`src/rtl/msc_pkg.sv`:
```
package msc_pkg;
   localparam int unsigned MSC_STATE_W_DEF = 4;
   localparam int unsigned MSC_EVENT_W_DEF = 3;

   // state carried in the upper bits of an entry index
   function automatic int unsigned idx_state(input int unsigned idx, input int unsigned ev_w);
      return idx >> ev_w;
   endfunction
endpackage

```
`src/rtl/msc_table.sv`:
```
module msc_table #(
   parameter int unsigned STATE_W = msc_pkg::MSC_STATE_W_DEF,
   parameter int unsigned EVENT_W = msc_pkg::MSC_EVENT_W_DEF,
   localparam int unsigned ADDR_W  = STATE_W + EVENT_W,
   localparam int unsigned DEPTH   = 1 << ADDR_W,
   localparam int unsigned ENTRY_W = STATE_W + 1
) (
   input  logic               clk,
   input  logic               rst_n,
   input  logic               wr_en,
   input  logic [ADDR_W-1:0]  wr_addr,
   input  logic [ENTRY_W-1:0] wr_data,
   input  logic [ADDR_W-1:0]  rd_addr,
   output logic [ENTRY_W-1:0] rd_data
);
   logic [ENTRY_W-1:0] cells [DEPTH];

   for (genvar gi = 0; gi < DEPTH; gi++) begin : g_cell
      localparam logic [STATE_W-1:0] SELF =
         STATE_W'(msc_pkg::idx_state(gi, EVENT_W));
      always_ff @(posedge clk or negedge rst_n) begin
         if (!rst_n)
            cells[gi] <= {SELF, 1'b0};
         else if (wr_en && (wr_addr == ADDR_W'(gi)))
            cells[gi] <= wr_data;
      end
   end

   assign rd_data = cells[rd_addr];

   assert_write_lands_R3: assert property (@(posedge clk) disable iff (!rst_n)
      wr_en |=> cells[$past(wr_addr)] == $past(wr_data));
endmodule

```
`config.mk`:
```
export PLATFORM = sky130hd
export DESIGN_NAME = msc_table
export DESIGN_NICKNAME = d
export VERILOG_FILES = /design/src/rtl/msc_pkg.sv /design/src/rtl/msc_table.sv
export SDC_FILE = /design/constraint.sdc
export NUM_CORES = 1
export LEC_CHECK = 0
export BUFFER_PORTS_ARGS = -buffer_cell sky130_fd_sc_hd__buf_2
export CAP_MARGIN = 20
export CORE_MARGIN = 1.5
export CORE_UTILIZATION = 25
export DETAILED_ROUTE_END_ITERATION = 8
export GPL_TIMING_DRIVEN = 1
export PLACE_DENSITY = 0.48
export SYNTH_ARGS = -nofsm -noshare
export SYNTH_HDL_FRONTEND = slang
export SYNTH_SLANG_ARGS = --single-unit
```
`constraint.sdc`:
```
create_clock -name clk -period 2.65 [get_ports clk]
set_clock_uncertainty 0.05 [all_clocks]
set_input_delay 0.265 -clock clk [delete_from_list [all_inputs] [get_ports clk]]
set_output_delay 0.265 -clock clk [all_outputs]
set_load 0.02 [all_outputs]
```
Yosys cells after proc, flatten, opt, wreduce, memory -nomap -nowiden
Index checks and enable logic that the tools add are counted.
{ "word_totals": {"register_bits": 640, "wordCells": 389, "inputBits": 22} }
{ "classes": {"mux": 3, "reduce_logical": 129, "n_eq_ne": 127, "n_lt_le_gt_ge": 1, "bitwise_logic": 1} }
{ "ops": {"columns": ["op", "n"], "rows": [
  ["$eq A7 B7 Y1 const B", 64],
  ["$eq A7 B6 Y1 const B", 32],
  ["$logic_and A1 B1 Y1", 128],
  ["$eq A7 B5 Y1 const B", 16],
  ["$eq A7 B4 Y1 const B", 8],
  ["$bmux W5 S7", 1],
  ["$eq A7 B3 Y1 const B", 4],
  ["$eq A7 B2 Y1 const B", 2],
  ["$mux W5", 2],
  ["$ge A8 B8 Y1 const B", 1],
  ["$not A7 Y8", 1],
  ["$eq A7 B1 Y1 const B", 1],
  ["$logic_not A7 Y1", 1]
]} }

Depth between registers and ports, before layout
Gate-level depths: netlist (run 1).
{ "logic_depth": {"ltp_word": 4, "depth_mapped": 7, "depth_no_buf": 4} }

Worst setup path after synthesis (run 1)
Ideal clock, no wire load.
{ "synth_path": {"path_kind": "input to output", "startpoint": "input port rd_addr[0]", "endpoint": "output port rd_data[0]", "t_arrival_ns": 2.666, "setup_slack_ns": -0.331, "path_stages": 6, "t_required_ns": 2.335, "n_path_buf": 2, "path_cell_list": "buf_6 > clkbuf_1 > mux4_2 > mux4_2 > mux4_2 > mux2_2"} }
{ "synth_between": {"elab_chain_cells": 4} }
{ "synth_lines": {"columns": ["element", "line_no", "rtl"], "rows": [
  ["start, declared", "msc_table.sv:13", "input logic [ADDR_W-1:0] rd_addr,"],
  ["$not A7 Y8 (not written as such)", "msc_table.sv:29", "assign rd_data = cells[rd_addr];"],
  ["$bmux W5 S7", "msc_table.sv:29", null],
  ["$mux W5 (not written as such) (2 in a row)", "msc_table.sv:29", null],
  ["end, declared", "msc_table.sv:14", "output logic [ENTRY_W-1:0] rd_data"]
]} }
No other way between the ends. The select of a mux whose other input is x is not followed.

Final worst setup path (run 1)
{ "layout_path": {"startpoint": "register cells[293] in the netlist's numbering", "endpoint": "output port rd_data[3]"} }
{ "layout_between": {"elab_chain_cells": 3} }
{ "layout_lines": {"columns": ["element", "line_no", "rtl"], "rows": [
  ["start, declared", "msc_table.sv:16", "logic [ENTRY_W-1:0] cells [DEPTH];"],
  ["start signal, assigned by index", "msc_table.sv:23", "cells[gi] <= {SELF, 1'b0};"],
  ["start signal, assigned by index", "msc_table.sv:25", "cells[gi] <= wr_data;"],
  ["$bmux W5 S7", "msc_table.sv:29", null],
  ["$mux W5 (not written as such) (2 in a row)", "msc_table.sv:29", null]
]} }
No other way between the ends. The select of a mux whose other input is x is not followed.

==> summary.txt, run 1 <==
DR vias/cell = 4.665
Net count after synthesis = 1825
Cts bufs inserted = 71
Crit Reg-Reg Startpoint = cells[291]
Hold violation total from the final report = 0
Overall routing resource usage = 13.95%
Max-slew violation total from the final report = 0
Die height = 347.2 um
Number of antenna-violating nets in the routed design = 0
Number of fill cells = 11510
Number of sinks driven by the clock tree = 640
Leading area contributor after synthesis = sky130_fd_sc_hd__dfrtp_1
Total Die Area = 120500 um^2
Detailed Routing Iterations Pass 1 = 5
Total global routing overflow = 0
Reg-to-reg setup timing slack = 1.73 ns
Unrepaired setup endpoints after global routing = yes
Largest fanout on the critical path = 2
Half-perimeter wire length after placement = 56.54 mm
Endpoint type of the worst setup path = primary output
Largest net degree at the start of global routing = 111
Actual transition at the worst max-transition pin = 0.7248 ns
Number of I/O port buffers = 26
Sequential-to-total area share from yosys stat = 55.16%
Failing checks = setup timing
Library cells used by synthesis = 23
Global placement routability congestion = 0.7553
R2R cell count = 2
CP max-delay cell = sky130_fd_sc_hd__mux4_2
Period utilization = 129.2%
Final setup viols = 5
Initial antenna violation count = 5
Total non-filler cell area in the finished layout = 35520 um^2
Max H-tree Level = 3
Flop and latch count out of synthesis = 640
Worst path required time = 2.34 ns
LEAKAGE = 15.29 nW
Async SR Flop Fraction = 100.0%
Dominant register cell in the synthesized netlist = sky130_fd_sc_hd__dfrtp_1
Launching element type of the critical path = flop
Wire length of the first global-routing pass = 126.3 mm
Max clock buf depth = 3
Cell repeated most along the worst path = sky130_fd_sc_hd__mux4_2
Signal arrival time at the worst endpoint = 3.11 ns
Critical-path cell list = mux4_2 > mux4_2 > mux4_2 > mux2_4 > buf_6
Drc violations = 0
Placeable core region = 117800 um^2
Area Growth Syn to Fin = 19.95%
Headroom to the max-slew limit = 51.68%
Registers with the most flip-flops = cells (640)
Initial drt markers = 840
Source-to-sink clock delay at the later pin of the worst-skew pair = 0.62 ns
Max Clock Freq = 0.2920 GHz
Synthesized area per cell = 16.43 um^2
Max-cap check violation count = 0
Fraction of post-synthesis cell area in the top cell type by area = 32.45%
Final critical-path required period = 3.425 ns
Clock root buffer = sky130_fd_sc_hd__clkbuf_16
Most flop-heavy register = cells
Overall routed net length = 82.81 mm
DP Area = 33190 um^2
Fraction of final layout cells with drive strength greater than 1 = 71.30%
Post-route setup slack = -0.7747 ns
Capture point of the worst reg-to-reg path = cells[291]
Pwr/cell area = 662.0 nW/um^2
Row Count = 126
Dominant cells by area after synthesis = sky130_fd_sc_hd__dfrtp_1 (32%), sky130_fd_sc_hd__mux2_2 (25%), sky130_fd_sc_hd__dfstp_2 (23%)
Leading cell type in the layout, fill and taps excluded = sky130_fd_sc_hd__mux2_2
Total power = 23.52 mW
Effective utilization at floorplan = 25.15%
Type of the worst setup path = reg2out
Layout Nets = 1999
Number of global-route vias before repair = 18400
Drt wl/cell = 23.18 um
Highest-count cells in the layout ignoring fill and taps = sky130_fd_sc_hd__mux2_2 (640), sky130_fd_sc_hd__dfrtp_1 (384), sky130_fd_sc_hd__dfstp_2 (256), sky130_fd_sc_hd__mux4_2 (210), sky130_fd_sc_hd__buf_4 (174)
Number of flops mapped to enable cells by yosys = 0
CTS tree = built
Warning count from the yosys run = 0
Overall via count from detail_route = 16660
Maximum cell stage delay along the critical path = 0.58 ns
Outcome = finished with violations
Worst Hold Class = in2async
Worst voltage drop across the vdd grid = 0.3623 mV
Number of cells produced by synthesis = 1803
Cell area after technology mapping = 29610 um^2
Final sum of negative setup slack = -3.717 ns
Overall die width = 347.2 um
Reg clk slew, reported paths = 0.06 ns
Largest register FFs = 640
Worst hold margin = 0.08010 ns
I/O pin cnt = 27
-- Yosys cell counts, drive strengths merged, types with 2 or more instances --
| library cell | n |
|---|---|
| mux2 | 645 |
| nand2 | 43 |
| dfrtp | 384 |
| or3b | 3 |
| clkbuf | 111 |
| nor2 | 98 |
| nand2b | 3 |
| buf | 20 |
| nor2b | 3 |
| nor3b | 4 |
| dfstp | 256 |
| mux4 | 210 |
| and3b | 4 |
| and3 | 2 |
| nor3 | 5 |
| nand3 | 7 |
-- cells by family (layout without fill, tap and decap cells) --
| logic type | after synthesis | after routing | share of synthesized area, % |
|---|---|---|---|
| and+or+nand+nor | 177 | 177 | 2.590 |
| buffers and inverters | 131 | 363 | 1.753 |
| other | 0 | 1 | 0 |
| DFF | 640 | 640 | 55.16 |
| muxes | 855 | 855 | 40.50 |
-- repair_timing --
action / CTS / global route
hold buffers: 2 / 0
endpoints found under the hold margin: 166 / 0
gates resized for setup: 10 / 0
setup endpoints to repair: 5 / 5
buffers inserted: 0 / 1
-- metal layers --
metal,track usage (%),share of wire [%],up-vias
met5,0,0.016,-
met4,3.527,1.9,2
met3,2.170,3.5,91
met2,23.02,49,254
met1,19.06,46,9195
li1,-,-,7121
-- how the worst max path moves through the flow --
stage,startpoint,to,depth (start not counted)
detailed placement,rd_addr[0],rd_data[4],8
finish,cells[293],rd_data[3],5
global route,cells[292],rd_data[2],5
global placement,rd_addr[0],rd_data[1],8
CTS,cells[292],rd_data[2],5
floorplan,rd_addr[0],rd_data[0],7
-- area by class of cell --
class / instances / area, um^2 / share of cell area (%)
tap: 1536 / 1922 / 5.410
antenna: 1 / 2.502 / 0.007045
clock inverter: 15 / 92.59 / 0.2607
timing repair buffer: 232 / 2205 / 6.206
sequential: 640 / 16340 / 45.99
multi-input combinational: 1032 / 12780 / 35.99
clock buffer: 116 / 2181 / 6.139
-- through the flow --
| stage | cells | setup slack [ns] | utilization [%] |
|---|---|---|---|
| after floorplan | 1803 | -0.03246 | - |
| final | 3572 | -0.7747 | 30.16 |
| after global routing | 3572 | -0.8469 | 30.16 |
| after global placement | 3437 | -0.6018 | 28.18 |
| after CTS | 3570 | -0.8371 | 30.15 |
| after detailed placement | 3437 | -0.5984 | 28.18 |
-- critical path, delay by kind of cell, from the launching register on --
family | cells | cell delay, ns
buffers and inverters | 1 | 0.14
DFF | 1 | 0.39
muxes | 4 | 1.96
-- report_power, final --
group          switching [mW]  internal [mW]
combinational            1.18           1.38
sequential              0.420           10.8
clock                    4.08           5.64
No activity file was read; power rests on OpenSTA's default activity.
==> run 2, diff against run 1 <==
Settings changed: MAX_ROUTING_LAYER set to met4.
==> summary.txt, run 2 (synthesis gave the netlist of run 1 again) <==
Fraction of final layout cells with drive strength greater than 1 = 71.30%
Worst voltage drop across the vdd grid = 0.3636 mV
Source-to-sink clock delay at the later pin of the worst-skew pair = 0.62 ns
Capture point of the worst reg-to-reg path = cells[291]
Failing checks = setup timing
Total non-filler cell area in the finished layout = 35530 um^2
Layout Nets = 1999
Switching part of the total power = 24.22%
Post-Place Worst Slack = -0.5984 ns
Post-route setup slack = -0.7934 ns
Global placement routability congestion = 0.7652
Period utilization = 129.9%
Count of non-filler cells in the finished layout = 3574
Max H-tree Level = 3
Number of placed instances, taps included = 3437
Reg-to-reg setup timing slack = 1.73 ns
Initial antenna violation count = 7
Initial drt markers = 961
Max-slew violation total from the final report = 0
Area Growth Syn to Fin = 19.96%
Crit Reg-Reg Startpoint = cells[291]
Number of global-route vias before repair = 18360
Detailed Routing Iterations Pass 1 = 5
Max clock buf depth = 3
Total power = 23.53 mW
DP Area = 33190 um^2
Registers with the most flip-flops = cells (640)
Drt wl/cell = 23.16 um
Drc violations = 0
Number of fill cells = 11510
Overall die width = 347.2 um
Max Clock Freq = 0.2904 GHz
DR vias/cell = 4.649
Endpoint type of the worst setup path = primary output
Number of antenna-violating nets in the routed design = 0
Launching element type of the critical path = flop
Total global routing overflow = 0
Reg clk slew, reported paths = 0.06 ns
Largest fanout on the critical path = 2
Logic gate share of total power = 10.9%
Outcome = finished with violations
Number of I/O port buffers = 26
Cts bufs inserted = 71
Sequential Power Share = 47.8%
Half-perimeter wire length after placement = 56.54 mm
Worst path required time = 2.34 ns
I/O pin cnt = 27
Row Count = 126
Largest net degree at the start of global routing = 111
Worst Hold Class = in2async
Max-cap check violation count = 0
R2R cell count = 2
Effective utilization at floorplan = 25.15%
Unrepaired setup endpoints after global routing = yes
Internal power consumption = 17.83 mW
CTS tree = built
LEAKAGE = 15.29 nW
Placeable core region = 117800 um^2
Worst hold margin = 0.07742 ns
Overall routing resource usage = 14.39%
Final critical-path required period = 3.443 ns
Final setup viols = 5
Total Die Area = 120500 um^2
Leading cell type in the layout, fill and taps excluded = sky130_fd_sc_hd__mux2_2
Actual transition at the worst max-transition pin = 0.7284 ns
Wire length of the first global-routing pass = 126.6 mm
Pwr/cell area = 662.3 nW/um^2
Die height = 347.2 um
Number of sinks driven by the clock tree = 640
Clock root buffer = sky130_fd_sc_hd__clkbuf_16
Most flop-heavy register = cells
Headroom to the max-slew limit = 51.44%
Final core area utilization = 30.17%
Net load switching power = 5.698 mW
Overall via count from detail_route = 16620
Signal arrival time at the worst endpoint = 3.13 ns
Relative contribution of the clock network to total power = 41.4%
Hold violation total from the final report = 0
Final sum of negative setup slack = -3.754 ns
Type of the worst setup path = reg2out
Overall routed net length = 82.77 mm
Highest-count cells in the layout ignoring fill and taps = sky130_fd_sc_hd__mux2_2 (640), sky130_fd_sc_hd__dfrtp_1 (384), sky130_fd_sc_hd__dfstp_2 (256), sky130_fd_sc_hd__mux4_2 (210), sky130_fd_sc_hd__buf_4 (174)
Largest register FFs = 640
[run 2: critical path, cell delays in order, from the launching register on]
cell	delay, ns
sky130_fd_sc_hd__dfrtp_1	0.39
sky130_fd_sc_hd__mux4_2	0.50
sky130_fd_sc_hd__mux4_2	0.58
sky130_fd_sc_hd__mux4_2	0.56
sky130_fd_sc_hd__mux2_4	0.33
sky130_fd_sc_hd__buf_6	0.14
[run 2: what timing repair did]
action / in CTS / in global routing
resized for setup: 10 / 0
hold buffers: 2 / 0
cloned: 0 / 0
setup endpoints to repair: 5 / 5
buffers inserted: 0 / 1
endpoints found under the hold margin: 166 / 0
[run 2: worst max-delay path by stage]
stage / end / slack [ns] / startpoint
final: rd_data[3] / -0.79 / cells[293]
after floorplan: rd_data[0] / -0.03 / rd_addr[0]
after detailed placement: rd_data[4] / -0.60 / rd_addr[0]
after global placement: rd_data[1] / -0.60 / rd_addr[0]
after CTS: rd_data[2] / -0.84 / cells[292]
after global routing: rd_data[2] / -0.85 / cells[292]
[run 2: per-layer routing]
layer | up-vias | wire, um | GRT usage, %
met2 | 246 | 40510 | 23.12
met4 | 0 | 1493 | 3.473
met5 | - | 0 | -
met3 | 91 | 2700 | 2.314
li1 | 7109 | - | -
met1 | 9169 | 38060 | 18.98
[run 2: power groups by stage]
stage | Combinational, mW | Sequential (mW) | Clock [mW]
after CTS | 2.62 | 11.2 | 10.1
after global placement | 2.53 | 11.4 | 0
after detailed placement | 2.60 | 11.4 | 0
after floorplan | 1.69 | 11.2 | 0
after global routing | 2.76 | 11.3 | 10.4
final | 2.56 | 11.2 | 9.73
[run 2: layout make-up]
cell class              instances  area (um^2)  area share [%]
diodes                          3        7.507         0.02113
clock buffers                 116         2181           6.139
clock inverters                15        92.59          0.2606
multi-input cells            1032        12780           35.98
flip-flops and latches        640        16340           45.98
well taps                    1536         1922           5.410
repair buffers                232         2205           6.206
==> run 3, diff against run 2 <==
Settings changed: CTS_BUF_LIST set to sky130_fd_sc_hd__clkbuf_4 sky130_fd_sc_hd__clkbuf_8.
==> summary.txt, run 3 (synthesis gave the netlist of run 1 again) <==
Outcome = finished with violations
Failing checks = setup timing
Detailed Routing Iterations Pass 1 = 6
Drc violations = 0
Leading cell type in the layout, fill and taps excluded = sky130_fd_sc_hd__mux2_2
Period utilization = 133.4%
Placeable core region = 117800 um^2
I/O pin cnt = 27
Largest fanout on the critical path = 2
Registers with the most flip-flops = cells (640)
Internal power consumption = 17.74 mW
Global placement routability congestion = 0.7652
Reg clk slew, reported paths = 0.06 ns
Final setup viols = 5
Total Die Area = 120500 um^2
Overall routed net length = 83.11 mm
Largest net degree at the start of global routing = 111
Headroom to the max-slew limit = 51.56%
Most flop-heavy register = cells
Initial antenna violation count = 5
Final critical-path required period = 3.535 ns
Max-cap check violation count = 0
Overall die width = 347.2 um
Worst Hold Class = in2reg
Overall routing resource usage = 14.48%
Total power = 23.50 mW
Fraction of final layout cells with drive strength greater than 1 = 73.44%
Initial drt markers = 851
Highest-count cells in the layout ignoring fill and taps = sky130_fd_sc_hd__mux2_2 (640), sky130_fd_sc_hd__dfrtp_1 (384), sky130_fd_sc_hd__dfstp_2 (256), sky130_fd_sc_hd__mux4_2 (210), sky130_fd_sc_hd__buf_4 (173)
Total non-filler cell area in the finished layout = 35680 um^2
Area Growth Syn to Fin = 20.47%
Max H-tree Level = 3
Number of global-route vias before repair = 18760
Max Clock Freq = 0.2829 GHz
Largest register FFs = 640
Worst path required time = 2.34 ns
Switching part of the total power = 24.51%
Worst voltage drop across the vdd grid = 0.2704 mV
Logic gate share of total power = 10.9%
Type of the worst setup path = reg2out
Actual transition at the worst max-transition pin = 0.7266 ns
Clock root buffer = sky130_fd_sc_hd__clkbuf_8
Net load switching power = 5.760 mW
Number of I/O port buffers = 26
Hold violation total from the final report = 0
Total global routing overflow = 0
Overall via count from detail_route = 16880
Post-route setup slack = -0.8848 ns
Number of fill cells = 11530
Cts bufs inserted = 108
Number of antenna-violating nets in the routed design = 0
Unrepaired setup endpoints after global routing = yes
Met2 Use GR = 23.45%
LEAKAGE = 15.47 nW
Max-slew violation total from the final report = 0
Number of buffers inserted to repair setup after CTS = 0
Post-Place Worst Slack = -0.5984 ns
Effective utilization at floorplan = 25.15%
Met3 track demand over resource in global routing = 2.116%
Global-route track usage on met1 = 18.85%
Source-to-sink clock delay at the later pin of the worst-skew pair = 0.74 ns
CTS tree = built
Launching element type of the critical path = flop
Busiest layer in global routing = met2
Relative contribution of the clock network to total power = 41.3%
DP Area = 33190 um^2
Drt wl/cell = 22.81 um
Signal arrival time at the worst endpoint = 3.22 ns
Endpoint type of the worst setup path = primary output
DR vias/cell = 4.633
Layout Nets = 2036
Pwr/cell area = 658.6 nW/um^2
Max clock buf depth = 3
Row Count = 126
Sequential Power Share = 47.8%
Number of sinks driven by the clock tree = 640
Final core area utilization = 30.29%
Die height = 347.2 um
Half-perimeter wire length after placement = 56.54 mm
Wire length of the first global-routing pass = 127.4 mm
[run 3: through the flow]
step / setup TNS, ns / instances / hold WS (ns)
6_report: -4.324 / 3643 / 0.07419
5_1_grt: -4.734 / 3643 / 0.06762
4_1_cts: -4.841 / 3641 / 0.01347
3_5_place_dp: -2.880 / 3437 / 0.1453
3_3_place_gp: -2.910 / 3437 / 0.1480
2_1_floorplan: -0.1619 / 1803 / -0.08059
[run 3: layout make-up]
cell class / instances / area (um^2) / area share, %
clock inverters: 18 / 173.9 / 0.4875
diodes: 2 / 5.005 / 0.01403
multi-input cells: 1032 / 12780 / 35.83
clock buffers: 183 / 2250 / 6.306
flip-flops and latches: 640 / 16340 / 45.79
repair buffers: 232 / 2207 / 6.186
well taps: 1536 / 1922 / 5.387
[run 3: path summary, 6_finish.rpt]
kind,start,to,slack (ns),cells after the start
setup / recovery,cells[292],rd_data[2],-0.88,5
hold / removal,wr_data[4],cells[239],0.07,2
setup reg to reg,cells[5],cells[5],1.79,1
hold reg to reg,cells[136],cells[136],0.45,1
max in group asynchronous,rst_n,cells[51],1.42,3
min in group asynchronous,rst_n,cells[53],0.21,2
[run 3: routing by layer]
layer  vias to the layer above  part of all wire, %
met3                        97                  3.8
met4                         0                  2.0
li1                       7225                    -
met2                       281                   49
met5                         -                    0
met1                      9276                   45
[run 3: repair_timing]
action,4_1_cts,5_1_grt
hold buffers,3,0
gates resized for setup,10,0
pin swaps,0,0
endpoints found under the hold margin,344,0
setup endpoints to repair,5,5
[run 3: power groups by stage]
stage | sequential (mW) | clock [mW] | combinational (mW)
finish | 11.2 | 9.70 | 2.56
global placement | 11.4 | 0 | 2.53
detailed placement | 11.4 | 0 | 2.60
global route | 11.3 | 10.5 | 2.75
CTS | 11.2 | 10.1 | 2.62
floorplan | 11.2 | 0 | 1.69
[run 3: critical path, cell delays in order, from the launching register on]
cell and delay (ns):
sky130_fd_sc_hd__dfrtp_1 0.39, sky130_fd_sc_hd__mux4_2 0.50, sky130_fd_sc_hd__mux4_2 0.58, sky130_fd_sc_hd__mux4_2 0.55, sky130_fd_sc_hd__mux2_4 0.31, sky130_fd_sc_hd__buf_6 0.13
